$ cat src/rtl/irqf_pkg.sv
package irqf_pkg;
  localparam int REG_W  = 8;
  localparam int FLAG_W = 2 * REG_W;

  // flag positions within the combined vector {high, low}
  localparam int B_EXT   = 0;
  localparam int B_TMR0  = 1;
  localparam int B_TMR1  = 3;
  localparam int B_CAP   = 4;
  localparam int B_SETUP = REG_W + 0;
  localparam int B_OWR   = REG_W + 1;
  localparam int B_SEQ   = REG_W + 2;
  localparam int B_IN0   = REG_W + 3;
  localparam int B_OUT0  = REG_W + 4;
  localparam int B_SIE   = REG_W + 5;
  localparam int B_FN    = REG_W + 6;

  localparam logic [FLAG_W-1:0] FLAG_MASK = 16'h7F1B;

  typedef struct packed {
    logic [FLAG_W-1:0] setVec;
    logic [FLAG_W-1:0] clrVec;
    logic              wipe;
    logic              selLo;
    logic              selHi;
  } strobes_t;
endpackage

$ cat src/rtl/irqf_ctrl.sv
module irqf_ctrl
  import irqf_pkg::*;
#(
  parameter logic [7:0] ADDR_LO = 8'hDA,
  parameter logic [7:0] ADDR_HI = 8'hDB
) (
  input  logic              clk,
  input  logic              rstN,
  input  logic              usbRst,
  input  logic [7:0]        busAddr,
  input  logic              busWrEn,
  input  logic [REG_W-1:0]  busWrData,
  input  logic              tmr0Ovf,
  input  logic              tmr1Ovf,
  input  logic              capEvt,
  input  logic              extPin,
  input  logic              fnBadAddr,
  input  logic              fnBusIdle,
  input  logic              out0Done,
  input  logic              in0Done,
  input  logic              setupDone,
  input  logic              out0SeqErr,
  input  logic [3:0]        hsNak,
  input  logic [1:0]        hsAck,
  input  logic [1:0]        hsStall,
  input  logic              setupOverwrite,
  input  logic              tokenInOut,
  input  logic [FLAG_W-1:0] ack,
  output strobes_t          stb
);
  logic extPrev;
  logic owMark;
  logic extFall;
  logic owFire;
  logic hitLo, hitHi;
  logic [FLAG_W-1:0] wrClr;
  logic [FLAG_W-1:0] rawSet;

  // pin history for falling-edge detection
  always_ff @(posedge clk or negedge rstN) begin
    if (!rstN)       extPrev <= 1'b0;
    else if (usbRst) extPrev <= 1'b0;
    else             extPrev <= extPin;
  end

  assign extFall = extPrev & ~extPin;

  // overwrite marker: armed by an overwriting SETUP, consumed by a later token
  assign owFire = owMark & tokenInOut;

  always_ff @(posedge clk or negedge rstN) begin
    if (!rstN)       owMark <= 1'b0;
    else if (usbRst) owMark <= 1'b0;
    else             owMark <= setupOverwrite | (owMark & ~tokenInOut);
  end

  assign hitLo = (busAddr == ADDR_LO);
  assign hitHi = (busAddr == ADDR_HI);

  always_comb begin
    wrClr = '0;
    if (busWrEn && hitLo) wrClr[REG_W-1:0]      = ~busWrData;
    if (busWrEn && hitHi) wrClr[FLAG_W-1:REG_W] = ~busWrData;
  end

  always_comb begin
    rawSet          = '0;
    rawSet[B_EXT]   = extFall;
    rawSet[B_TMR0]  = tmr0Ovf;
    rawSet[B_TMR1]  = tmr1Ovf;
    rawSet[B_CAP]   = capEvt;
    rawSet[B_SETUP] = setupDone;
    rawSet[B_OWR]   = owFire;
    rawSet[B_SEQ]   = out0SeqErr;
    rawSet[B_IN0]   = in0Done;
    rawSet[B_OUT0]  = out0Done;
    rawSet[B_SIE]   = (|hsNak) | (|hsAck) | (|hsStall);
    rawSet[B_FN]    = fnBadAddr | fnBusIdle;
  end

  assign stb.setVec = rawSet & FLAG_MASK;
  assign stb.clrVec = (ack | wrClr) & FLAG_MASK;
  assign stb.wipe   = usbRst;
  assign stb.selLo  = hitLo;
  assign stb.selHi  = hitHi;
endmodule

$ cat src/rtl/irqf_data.sv
module irqf_data
  import irqf_pkg::*;
(
  input  logic              clk,
  input  logic              rstN,
  input  strobes_t          stb,
  output logic [FLAG_W-1:0] flags,
  output logic [REG_W-1:0]  rdData
);
  for (genvar i = 0; i < FLAG_W; i++) begin : g_bit
    if (FLAG_MASK[i]) begin : g_flag
      logic q;
      always_ff @(posedge clk or negedge rstN) begin
        if (!rstN)         q <= 1'b0;
        else if (stb.wipe) q <= 1'b0;
        else               q <= stb.setVec[i] | (q & ~stb.clrVec[i]);
      end
      assign flags[i] = q;
    end else begin : g_rsvd
      assign flags[i] = 1'b0;
    end
  end

  always_comb begin
    if (stb.selLo)      rdData = flags[REG_W-1:0];
    else if (stb.selHi) rdData = flags[FLAG_W-1:REG_W];
    else                rdData = '0;
  end
endmodule

$ cat src/rtl/irq_flag_bank.sv
module irq_flag_bank
  import irqf_pkg::*;
#(
  parameter logic [7:0] ADDR_LO = 8'hDA,
  parameter logic [7:0] ADDR_HI = 8'hDB
) (
  input  logic              clk,
  input  logic              rstN,
  input  logic              usbRst,
  input  logic [7:0]        busAddr,
  input  logic              busWrEn,
  input  logic [REG_W-1:0]  busWrData,
  output logic [REG_W-1:0]  busRdData,
  input  logic              tmr0Ovf,
  input  logic              tmr1Ovf,
  input  logic              capEvt,
  input  logic              extPin,
  input  logic              fnBadAddr,
  input  logic              fnBusIdle,
  input  logic              out0Done,
  input  logic              in0Done,
  input  logic              setupDone,
  input  logic              out0SeqErr,
  input  logic [3:0]        hsNak,
  input  logic [1:0]        hsAck,
  input  logic [1:0]        hsStall,
  input  logic              setupOverwrite,
  input  logic              tokenInOut,
  input  logic [FLAG_W-1:0] ack,
  output logic [FLAG_W-1:0] irqFlags
);
  strobes_t stb;

  irqf_ctrl #(.ADDR_LO(ADDR_LO), .ADDR_HI(ADDR_HI)) u_ctrl (
    .clk(clk), .rstN(rstN), .usbRst(usbRst),
    .busAddr(busAddr), .busWrEn(busWrEn), .busWrData(busWrData),
    .tmr0Ovf(tmr0Ovf), .tmr1Ovf(tmr1Ovf), .capEvt(capEvt), .extPin(extPin),
    .fnBadAddr(fnBadAddr), .fnBusIdle(fnBusIdle),
    .out0Done(out0Done), .in0Done(in0Done), .setupDone(setupDone),
    .out0SeqErr(out0SeqErr), .hsNak(hsNak), .hsAck(hsAck), .hsStall(hsStall),
    .setupOverwrite(setupOverwrite), .tokenInOut(tokenInOut),
    .ack(ack), .stb(stb)
  );

  irqf_data u_data (
    .clk(clk), .rstN(rstN), .stb(stb),
    .flags(irqFlags), .rdData(busRdData)
  );
endmodule

$ cat config.mk
export PLATFORM = sky130hd
export DESIGN_NAME = irq_flag_bank
export DESIGN_NICKNAME = d
export VERILOG_FILES = /design/src/rtl/irqf_pkg.sv /design/src/rtl/irqf_ctrl.sv /design/src/rtl/irqf_data.sv /design/src/rtl/irq_flag_bank.sv
export SDC_FILE = /design/constraint.sdc
export NUM_CORES = 1
export LEC_CHECK = 0
export ABC_AREA = 1
export BUFFER_PORTS_ARGS = -buffer_cell sky130_fd_sc_hd__buf_4
export CORE_UTILIZATION = 43
export DETAILED_ROUTE_END_ITERATION = 10
export PLACE_DENSITY = 0.81
export SETUP_SLACK_MARGIN = 0.4
export SYNTH_ARGS = -nofsm -noshare
export SYNTH_HDL_FRONTEND = slang
export SYNTH_HIERARCHICAL = 1
export SYNTH_SLANG_ARGS = --single-unit
$ cat constraint.sdc
create_clock -name clk -period 1.7 [get_ports clk]
set_clock_uncertainty 0.15 [all_clocks]
set_input_delay 0.255 -clock clk [delete_from_list [all_inputs] [get_ports clk]]
set_output_delay 0.255 -clock clk [all_outputs]
set_load 0.02 [all_outputs]
==> results of run 1 <==
## sequential cells by signal (all words and copies together), names as in the netlist
register	cells
u_ctrl/extPrev	1
u_ctrl/owMark	1
u_data/g_bit.g_flag.q	11
## through the flow
stage               utilization  instance area (µm²)  setup TNS [ns]  std cells
finish                    0.730                 1860               0        263
global route              0.730                 1860         -0.0413        263
CTS                       0.699                 1780               0        261
detailed placement        0.637                 1620          -0.257        253
global placement          0.637                 1620          -0.180        253
floorplan                     -                 1290               0        182
## critical path: cells and delay by family
kind,cells,cell delay [ns]
and+or+nand+nor,5,0.43
buffers and inverters,6,0.55
## path summary, 6_finish.rpt
| check | start | end | slack, ns | depth (start not counted) |
|---|---|---|---|---|
| setup / recovery | busAddr[5] | busRdData[1] | 0.05 | 11 |
| max in group asynchronous | rstN | u_data/g_bit[9].g_flag.q | 1.01 | 2 |
| hold reg to reg | u_ctrl/owMark | u_ctrl/owMark | 0.37 | 2 |
| setup reg to reg | u_data/g_bit[8].g_flag.q | u_data/g_bit[8].g_flag.q | 0.84 | 2 |
| min in group asynchronous | rstN | u_data/g_bit[8].g_flag.q | 0.21 | 2 |
| hold / removal | extPin | u_ctrl/extPrev | 0.05 | 3 |
## layer usage
layer | GRT usage | part of all wire | routed length [µm] | vias to the layer above
met5 | 0 | 0 | 0 | -
met4 | 0.0641 | 0.0040 | 12 | 0
met3 | 0.0444 | 0.063 | 189 | 2
met2 | 0.407 | 0.55 | 1640 | 43
met1 | 0.235 | 0.38 | 1140 | 518
li1 | - | - | - | 603
## where the power goes
| group | internal (mW) | switching, mW | total, mW | leakage, nW |
|---|---|---|---|---|
| logic | 0.136 | 0.124 | 0.260 | 0.868 |
| clock network | 0.0908 | 0.101 | 0.192 | 0.0150 |
| registers | 0.327 | 0.0181 | 0.346 | 0.162 |
| total | 0.554 | 0.243 | 0.797 | 1.04 |
## layout make-up
type                    instances  area [µm²]
clock buffers                   4        26.3
fillers                       200         688
inverters                      49         204
multi-input cells              87         574
flip-flops and latches         13         329
well taps                      30        37.5
repair buffers                 80         686
## repair_timing
action,in CTS,in global routing
hold buffers,1,0
pin swaps,7,9
hold endpoints to repair,13,0
setup buffers,3,1
endpoints found under the setup margin,7,20
cloned,0,1
resized for setup,22,21
==> summary.md, run 1 <==
| Metric | Value |
|---|---|
| PD cells | approximately 430 nW/µm² |
| Final ANT Viol Nets | 0 |
| Number of detailed-route iterations in the first pass | 3 |
| Synth warn | 6 |
| CTS tree | built |
| Most frequent cells in the layout | 58 x buf_4, 45 x inv_1, 31 x nand2_1 |
| Worst skew pair latency | 0.27 ns |
| Row cnt | 18 |
| Share of cells above drive strength 1 | 0.524 |
| Io pins | 80 |
| I/O Buffers | 67 |
| Drt wl/cell | roughly 11 µm |
| P&R area growth vs syn | 56.2% |
| Setup CP Type | input port to primary output |
| Sink Count | 13 |
| Slowest stage cell, crit path | nor3_4 |
| CP Max Fanout | 5 |
| Initial Utilization | 0.467 |
| Pin count of the biggest net entering global routing | 14 |
| Diode count | 0 |
| Leakage Power | 1.04 nW |
| Initial antenna violation count | 0 |
| Hold WS | 0.0502 ns |
| Initial DRC Count | 13 |
| Place WS | -0.0512 ns |
| Clock-pin slew on the worst setup and hold paths | 0.08 ns |
| Die H | 54.6 µm |
| Max VDD drop | ~0.42 mV |
| Routed WL | a little under 3 mm |
| Final setup fails | 0 |
| Vias in the first global route | approximately 1100 |
| Tmin final | roughly 1.7 ns |
| Root buf cell | clkbuf_4 |
| Die W | around 55 µm |
| CP Capture Type | primary output |
| Syn Area/Cell | 6.72 µm² |
| Worst-path cell chain | buf_8 -> inv_12 -> nand2_4 -> nor2_4 -> inv_2 -> nor3_4 -> buf_6 -> inv_8 -> nand3_4 -> nand2_4 -> buf_6 |
| Max_cap viols | 0 |
| Setup WS post-layout | 0.0494 ns |
| Clock buffer depth | 2 |
| Final Max Slew Viols | 0 |
| Arrival time worst endpoint | 1.25 ns |
| Mapped cell area | 1190 µm² |
| Worst EP required | 1.29 ns |
| DRC violations left | 0 |
| Grt ovf | 0 |
| CTS H-Tree Depth | 1 |
| Worst hold path type | input port to flop |
| CORE AREA | 2540 µm² |
| Final HPWL DP | 2.21 mm |
| Final net count | 290 |
| Vias | 1166 |
| Setup crit start kind | input port |
| Commonest non-fill, non-tap cell in the layout | buf_4 |
| Endpoints failing hold | 0 |
| CTS Buf Count | 3 |
| Fmax | 606 MHz |
| RSZ-0062 raised after global routing | true |
| Vias/cell | approximately 4.4 |
| Post-Synthesis Cells | between 150 and 200 |
| Design Power | 797 µW |
| Final Wtd Congestion | approximately 0.69 |
| Gr usage total | 0.214 |
| CP max stage delay | 0.20 ns |
| Final Cycle Share | 0.971 |
| First-pass GRT wire length | 4.43 mm |
| Die ar. | 2980 µm² |
| Status | finished clean |
Note: power is estimated with default switching activity, not from simulation.
==> inputs of run 2 (changes only) <==
Settings changed: ABC_AREA 1 to default, CORE_UTILIZATION 43 to 41, PLACE_DENSITY 0.81 to 0.79.
==> summary.md, run 2 <==
| Metric | Value |
|---|---|
| Number of detailed-route iterations in the first pass | 4 (+1) |
| Setup crit start kind | input port |
| Design area | 1690 µm² (-8.8%) |
| GRT met3 Usage | 0.0345 (-0.00996) |
| Vias | 1021 (-12%) |
| Clock-pin slew on the worst setup and hold paths | 0.09 ns (about the same) |
| CTS Buf Count | 3 (unchanged) |
| Worst hold path type | input port to flop |
| Commonest non-fill, non-tap cell in the layout | buf_4 |
| Switch Pwr | 236 µW (-2.9%) |
| Syn Area/Cell | 8.34 µm² (+24%) |
| Arrival time worst endpoint | 1.22 ns (-0.03 ns) |
| Initial antenna violation count | 0 (unchanged) |
| Diode count | 0 (unchanged) |
| Setup WS post-layout | 0.0716 ns (+0.0222 ns) |
| Drt wl/cell | 13.1 µm (+16%) |
| Slowest stage cell, crit path | nor2b_4 |
| Biggest regs | u_data/g_bit.g_flag.q (11), u_ctrl/extPrev (1), u_ctrl/owMark (1) |
| Vias in the first global route | 932 (-13%) |
| Crit path buffers/inverters | 2 (-4) |
| CTS H-Tree Depth | 1 (unchanged) |
| Root buf cell | clkbuf_4 |
| Setup CP Type | input port to primary output |
| CTS tree | built |
| Hold WS | 0.0578 ns (+0.00764 ns) |
| Sink Count | 13 (unchanged) |
| Synth warn | 6 (unchanged) |
| RSZ-0062 raised after global routing | true |
| Busiest grt layer | met2 |
| Sw frac | 0.299 (-0.00635) |
| Share of cells above drive strength 1 | 0.557 (+0.0332) |
| Clock group share of total power | 0.251 (+0.010) |
| DRC violations left | 0 (unchanged) |
| Place WS | -0.0164 ns (+0.0348 ns) |
| Layout fillers | 203 (+1.5%) |
| Worst skew pair latency | 0.27 ns (about the same) |
| Core Util, Final | 0.683 (-0.0463) |
| Largest register by flop count | u_data/g_bit.g_flag.q |
| Final ANT Viol Nets | 0 (unchanged) |
| Internal | 554 µW (about the same) |
| Final Max Slew Viols | 0 (unchanged) |
| Final setup fails | 0 (unchanged) |
| Tmin final | 1.63 ns (-0.0222 ns) |
| Pin count of the biggest net entering global routing | 14 (unchanged) |
| Die ar. | 2860 µm² (-4.1%) |
| Vias/cell | 4.75 (+7.1%) |
| Post-Place Cell Area | 1490 µm² (-7.9%) |
| Die W | 53.4 µm (-2.1%) |
| Fmax | 614 MHz (+1.4%) |
| Combinational Power Share | 0.314 (-0.012) |
| Initial DRC Count | 19 (+6) |
| First-pass GRT wire length | 3.99 mm (-10%) |
| Post-Synthesis Cells | 130 (-27%) |
| CP max stage delay | 0.27 ns (+0.07 ns) |
| Max VDD drop | 0.434 mV (+3.6%) |
| Die H | 53.4 µm (-2.1%) |
| Final Cycle Share | 0.958 (-0.0131) |
| CP Capture Type | primary output |
| Grt ovf | 0 (unchanged) |
| Row cnt | 18 (unchanged) |
| I/O Buffers | 67 (unchanged) |
| Status | finished clean |
| Final Wtd Congestion | 0.725 (+4.9%) |
| Initial Utilization | 0.438 (-0.0292) |
| Met2 Use GR | 0.383 (-0.0232) |
| Most frequent cells in the layout | 66 x buf_4, 24 x inv_1, 15 x nand2b_1 |
| CP Max Fanout | 6 (+1) |
| Max_cap viols | 0 (unchanged) |
| Final net count | 242 (-17%) |
| Clock buffer depth | 2 (unchanged) |
| Flop pwr share | 0.434 (about the same) |
| P&R area growth vs syn | 56.1% (about the same) |
| Endpoints failing hold | 0 (unchanged) |
| Gr usage total | 0.196 (-0.0182) |
| CORE AREA | 2480 µm² (-2.7%) |
| Mapped cell area | 1080 µm² (-8.7%) |
| Worst EP required | 1.29 ns (about the same) |
| Io pins | 80 (unchanged) |
| Crit-path leading delay family | simple AND/OR/NAND/NOR gates |
| Final HPWL DP | 2.09 mm (-5.3%) |
| Routed WL | 2.82 mm (-5.3%) |
| Most used cell, CP | buf_6 |
| Leakage Power | 0.907 nW (-13%) |
| PD cells | 467 nW/µm² (+8.7%) |
| GR Util met1 | 0.204 (-0.0310) |
| Worst-path cell chain | buf_6 -> nand4b_4 -> nor2_4 -> nor2b_4 -> and2_4 -> buf_6 |
| Max reg flops | 11 (unchanged) |
[run 2: changes by cell type in the layout (fill, tap and decap cells not counted), moves of 4 or more]
cell	previous run	this run
a21oi_1	1	12
nand4_1	11	0
nand2_4	6	1
buf_6	20	10
inv_1	45	24
nand2b_1	0	15
nand2_1	31	2
a21oi_2	11	0
o31ai_2	0	4
nand3_4	4	0
buf_4	58	66
[run 2: cell type report]
class | instances | area (µm²) | area share
multi-input combinational | 67 | 596 | 0.352
inverter | 24 | 90.1 | 0.0532
timing repair buffer | 77 | 618 | 0.365
tap | 30 | 37.5 | 0.0222
clock buffer | 4 | 26.3 | 0.0155
sequential | 13 | 325 | 0.192
[run 2: power by group through the flow]
stage | clock [mW] | combinational (mW) | sequential [mW]
3_5_place_dp | 0 | 0.224 | 0.349
5_1_grt | 0.219 | 0.267 | 0.346
6_report | 0.199 | 0.248 | 0.343
2_1_floorplan | 0 | 0.138 | 0.344
4_1_cts | 0.207 | 0.234 | 0.342
3_3_place_gp | 0 | 0.220 | 0.347
[run 2: worst paths after layout]
path | from | endpoint | slack, ns | depth (start not counted)
worst max-delay path | busAddr[5] | busRdData[6] | 0.07 | 6
worst min-delay path | out0SeqErr | u_data/g_bit[10].g_flag.q | 0.06 | 3
worst max register to register | u_data/g_bit[3].g_flag.q | u_data/g_bit[3].g_flag.q | 0.81 | 2
worst min register to register | u_ctrl/owMark | u_ctrl/owMark | 0.41 | 2
max in group asynchronous | rstN | u_ctrl/extPrev | 1.02 | 2
min in group asynchronous | rstN | u_data/g_bit[3].g_flag.q | 0.21 | 2
[run 2: per-layer routing]
metal,wire [µm],share of wire,vias to the layer above
li1,-,-,496
met1,1050,0.37,480
met3,173,0.061,4
met2,1570,0.55,41
met5,0,0,-
met4,34,0.012,0
[run 2: tightest hold or removal path: stages]
cell	delay, ns
buf_4	0.10
inv_1	0.04
a21oi_1	0.05
[run 2: through the flow]
stage | setup TNS (ns) | power, mW | std cells
finish | 0 | 0.790 | 215
global route | 0 | 0.832 | 215
CTS | 0 | 0.783 | 214
detailed placement | -0.0314 | 0.572 | 207
global placement | -0.0000222 | 0.566 | 207
floorplan | 0 | 0.482 | 135
[run 2: repair_timing]
item | in CTS | in global routing
resized for setup | 9 | 18
pin swaps | 5 | 8
endpoints found under the hold margin | 13 | 0
hold buffers | 1 | 0
setup endpoints to repair | 7 | 19
buffers inserted | 2 | 1
==> inputs of run 3 (changes only) <==
Settings changed: SETUP_SLACK_MARGIN 0.4 to 0.3.
==> summary.md, run 3 (synthesis results as in run 2) <==
| Metric | Value |
|---|---|
| Status | finished clean |
| I/O Buffers | 67 (unchanged) |
| Vias/cell | 4.74 (-0.20%) |
| Place WS | -0.0164 ns (unchanged) |
| Number of detailed-route iterations in the first pass | 4 (unchanged) |
| Die ar. | 2860 µm² (unchanged) |
| Largest register by flop count | u_data/g_bit.g_flag.q |
| Endpoints failing hold | 0 (unchanged) |
| Cells on worst reg2reg path | 3 (+1) |
| Biggest regs | u_data/g_bit.g_flag.q (11), u_ctrl/extPrev (1), u_ctrl/owMark (1) |
| Commonest non-fill, non-tap cell in the layout | buf_4 |
| Final HPWL DP | 2.09 mm (unchanged) |
| Final net count | 242 (unchanged) |
| Crit Reg-Reg Startpoint | u_ctrl/owMark |
| CTS Buf Count | 3 (unchanged) |
| PD cells | 477 nW/µm² (+2.2%) |
| First-pass GRT wire length | 3.99 mm (unchanged) |
| Reg-to-reg critical path endpoint | u_data/g_bit[9].g_flag.q |
| CTS tree | built |
| Setup crit start kind | input port |
| Final ANT Viol Nets | 0 (unchanged) |
| Root buf cell | clkbuf_4 |
| Vias in the first global route | 932 (unchanged) |
| Worst hold path type | input port to flop |
| Io pins | 80 (unchanged) |
| Row cnt | 18 (unchanged) |
| Leakage Power | 0.890 nW (-1.9%) |
| Initial Utilization | 0.438 (unchanged) |
| Hold Path Cell Cnt | 3 (unchanged) |
| Gr usage total | 0.196 (unchanged) |
| CP Capture Point | busRdData[6] |
| CP Capture Type | primary output |
| Final Max Slew Viols | 0 (unchanged) |
| Drt wl/cell | 13.0 µm (-1.3%) |
| Crit. Startpoint | busAddr[5] |
| Max_cap viols | 0 (unchanged) |
| Max reg flops | 11 (unchanged) |
| Final Wtd Congestion | 0.725 (unchanged) |
| R2R Setup Slk | 0.82 ns (about the same) |
| Worst EP required | 1.29 ns (about the same) |
| Routed WL | 2.79 mm (-1.3%) |
| Diode count | 0 (unchanged) |
| Setup WS post-layout | 0.0720 ns (+0.000371 ns) |
| Grt ovf | 0 (unchanged) |
| Initial antenna violation count | 0 (unchanged) |
| Fmax | 614 MHz (about the same) |
| Clock-pin slew on the worst setup and hold paths | 0.09 ns (about the same) |
| Setup CP Type | input port to primary output |
| Arrival time worst endpoint | 1.22 ns (about the same) |
| Setup_tns | 0 ns (unchanged) |
| Pin count of the biggest net entering global routing | 14 (unchanged) |
| Die W | 53.4 µm (unchanged) |
| CTS H-Tree Depth | 1 (unchanged) |
| Worst skew pair latency | 0.27 ns (about the same) |
| Share of cells above drive strength 1 | 0.519 (-0.0378) |
| Max VDD drop | 0.425 mV (-1.9%) |
| CORE AREA | 2480 µm² (unchanged) |
| Vias | 1019 (-0.20%) |
| Final Cycle Share | 0.958 (about the same) |
| P&R area growth vs syn | 50.2% |
| Initial DRC Count | 11 (-8) |
| Die H | 53.4 µm (unchanged) |
| RSZ-0062 raised after global routing | true |
| Tmin final | 1.63 ns (-0.000371 ns) |
| Final setup fails | 0 (unchanged) |
| CP Max Fanout | 6 (unchanged) |
| Most frequent cells in the layout | 67 x buf_4, 24 x inv_1, 15 x nand2b_1 |
| DRC violations left | 0 (unchanged) |
| Clock buffer depth | 2 (unchanged) |
| Sink Count | 13 (unchanged) |
run 3: cell count changes in the layout (fill, tap and decap cells not counted):
cell,previous run,this run
o31ai_4,2,0
buf_6,10,9
buf_4,66,67
o31ai_2,4,2
o41ai_2,3,0
o31ai_1,2,6
o41ai_1,0,3
run 3: cell type report:
type,count,area [µm²]
fillers,214,848
repair buffers,77,614
multi-input cells,67,536
flip-flops and latches,13,325
inverters,24,90.1
well taps,30,37.5
clock buffers,4,26.3
run 3: worst min path at each step:
stage	slack (ns)	start	endpoint
after floorplan	-0.19	rstN	u_ctrl/extPrev
after global placement	-0.04	rstN	u_data/g_bit[4].g_flag.q
after detailed placement	-0.04	rstN	u_data/g_bit[1].g_flag.q
after CTS	0.05	out0SeqErr	u_data/g_bit[10].g_flag.q
after global routing	0.06	out0SeqErr	u_data/g_bit[10].g_flag.q
final	0.06	out0SeqErr	u_data/g_bit[10].g_flag.q
run 3: timing repair:
item                                    in CTS  in global routing
pin swaps                                    5                  8
gates resized for setup                      9                  8
setup buffers                                2                  1
endpoints found under the setup margin       7                  7
hold buffers                                 1                  0
endpoints found under the hold margin       13                  0
run 3: power by group:
part / internal, mW / switching [mW] / total [mW] / leakage [nW]
clock network: 0.0908 / 0.107 / 0.197 / 0.0150
logic: 0.132 / 0.105 / 0.237 / 0.709
registers: 0.327 / 0.0162 / 0.343 / 0.166
total: 0.549 / 0.228 / 0.777 / 0.890
run 3: layer usage:
layer	part of all wire	global-route usage	up-vias	wire [µm]
li1	-	-	495	-
met1	0.36	0.204	477	999
met2	0.56	0.383	41	1550
met3	0.065	0.0345	6	181
met4	0.021	0.0658	0	58
met5	0	0	-	0
run 3: worst max-delay path, cell delays in order:
cell and delay [ns]:
buf_6 0.09, nand4b_4 0.20, nor2_4 0.11, nor2b_4 0.27, and2_4 0.19, buf_6 0.11
run 3: through the flow:
step / power [mW] / util / hold slack, ns / area [µm²] / cells
CTS: 0.783 / 0.642 / 0.0515 / 1590 / 214
finish: 0.777 / 0.658 / 0.0590 / 1630 / 215
global placement: 0.566 / 0.603 / -0.0382 / 1490 / 207
global route: 0.821 / 0.658 / 0.0581 / 1630 / 215
detailed placement: 0.572 / 0.603 / -0.0375 / 1490 / 207
floorplan: 0.482 / - / -0.191 / 1140 / 135
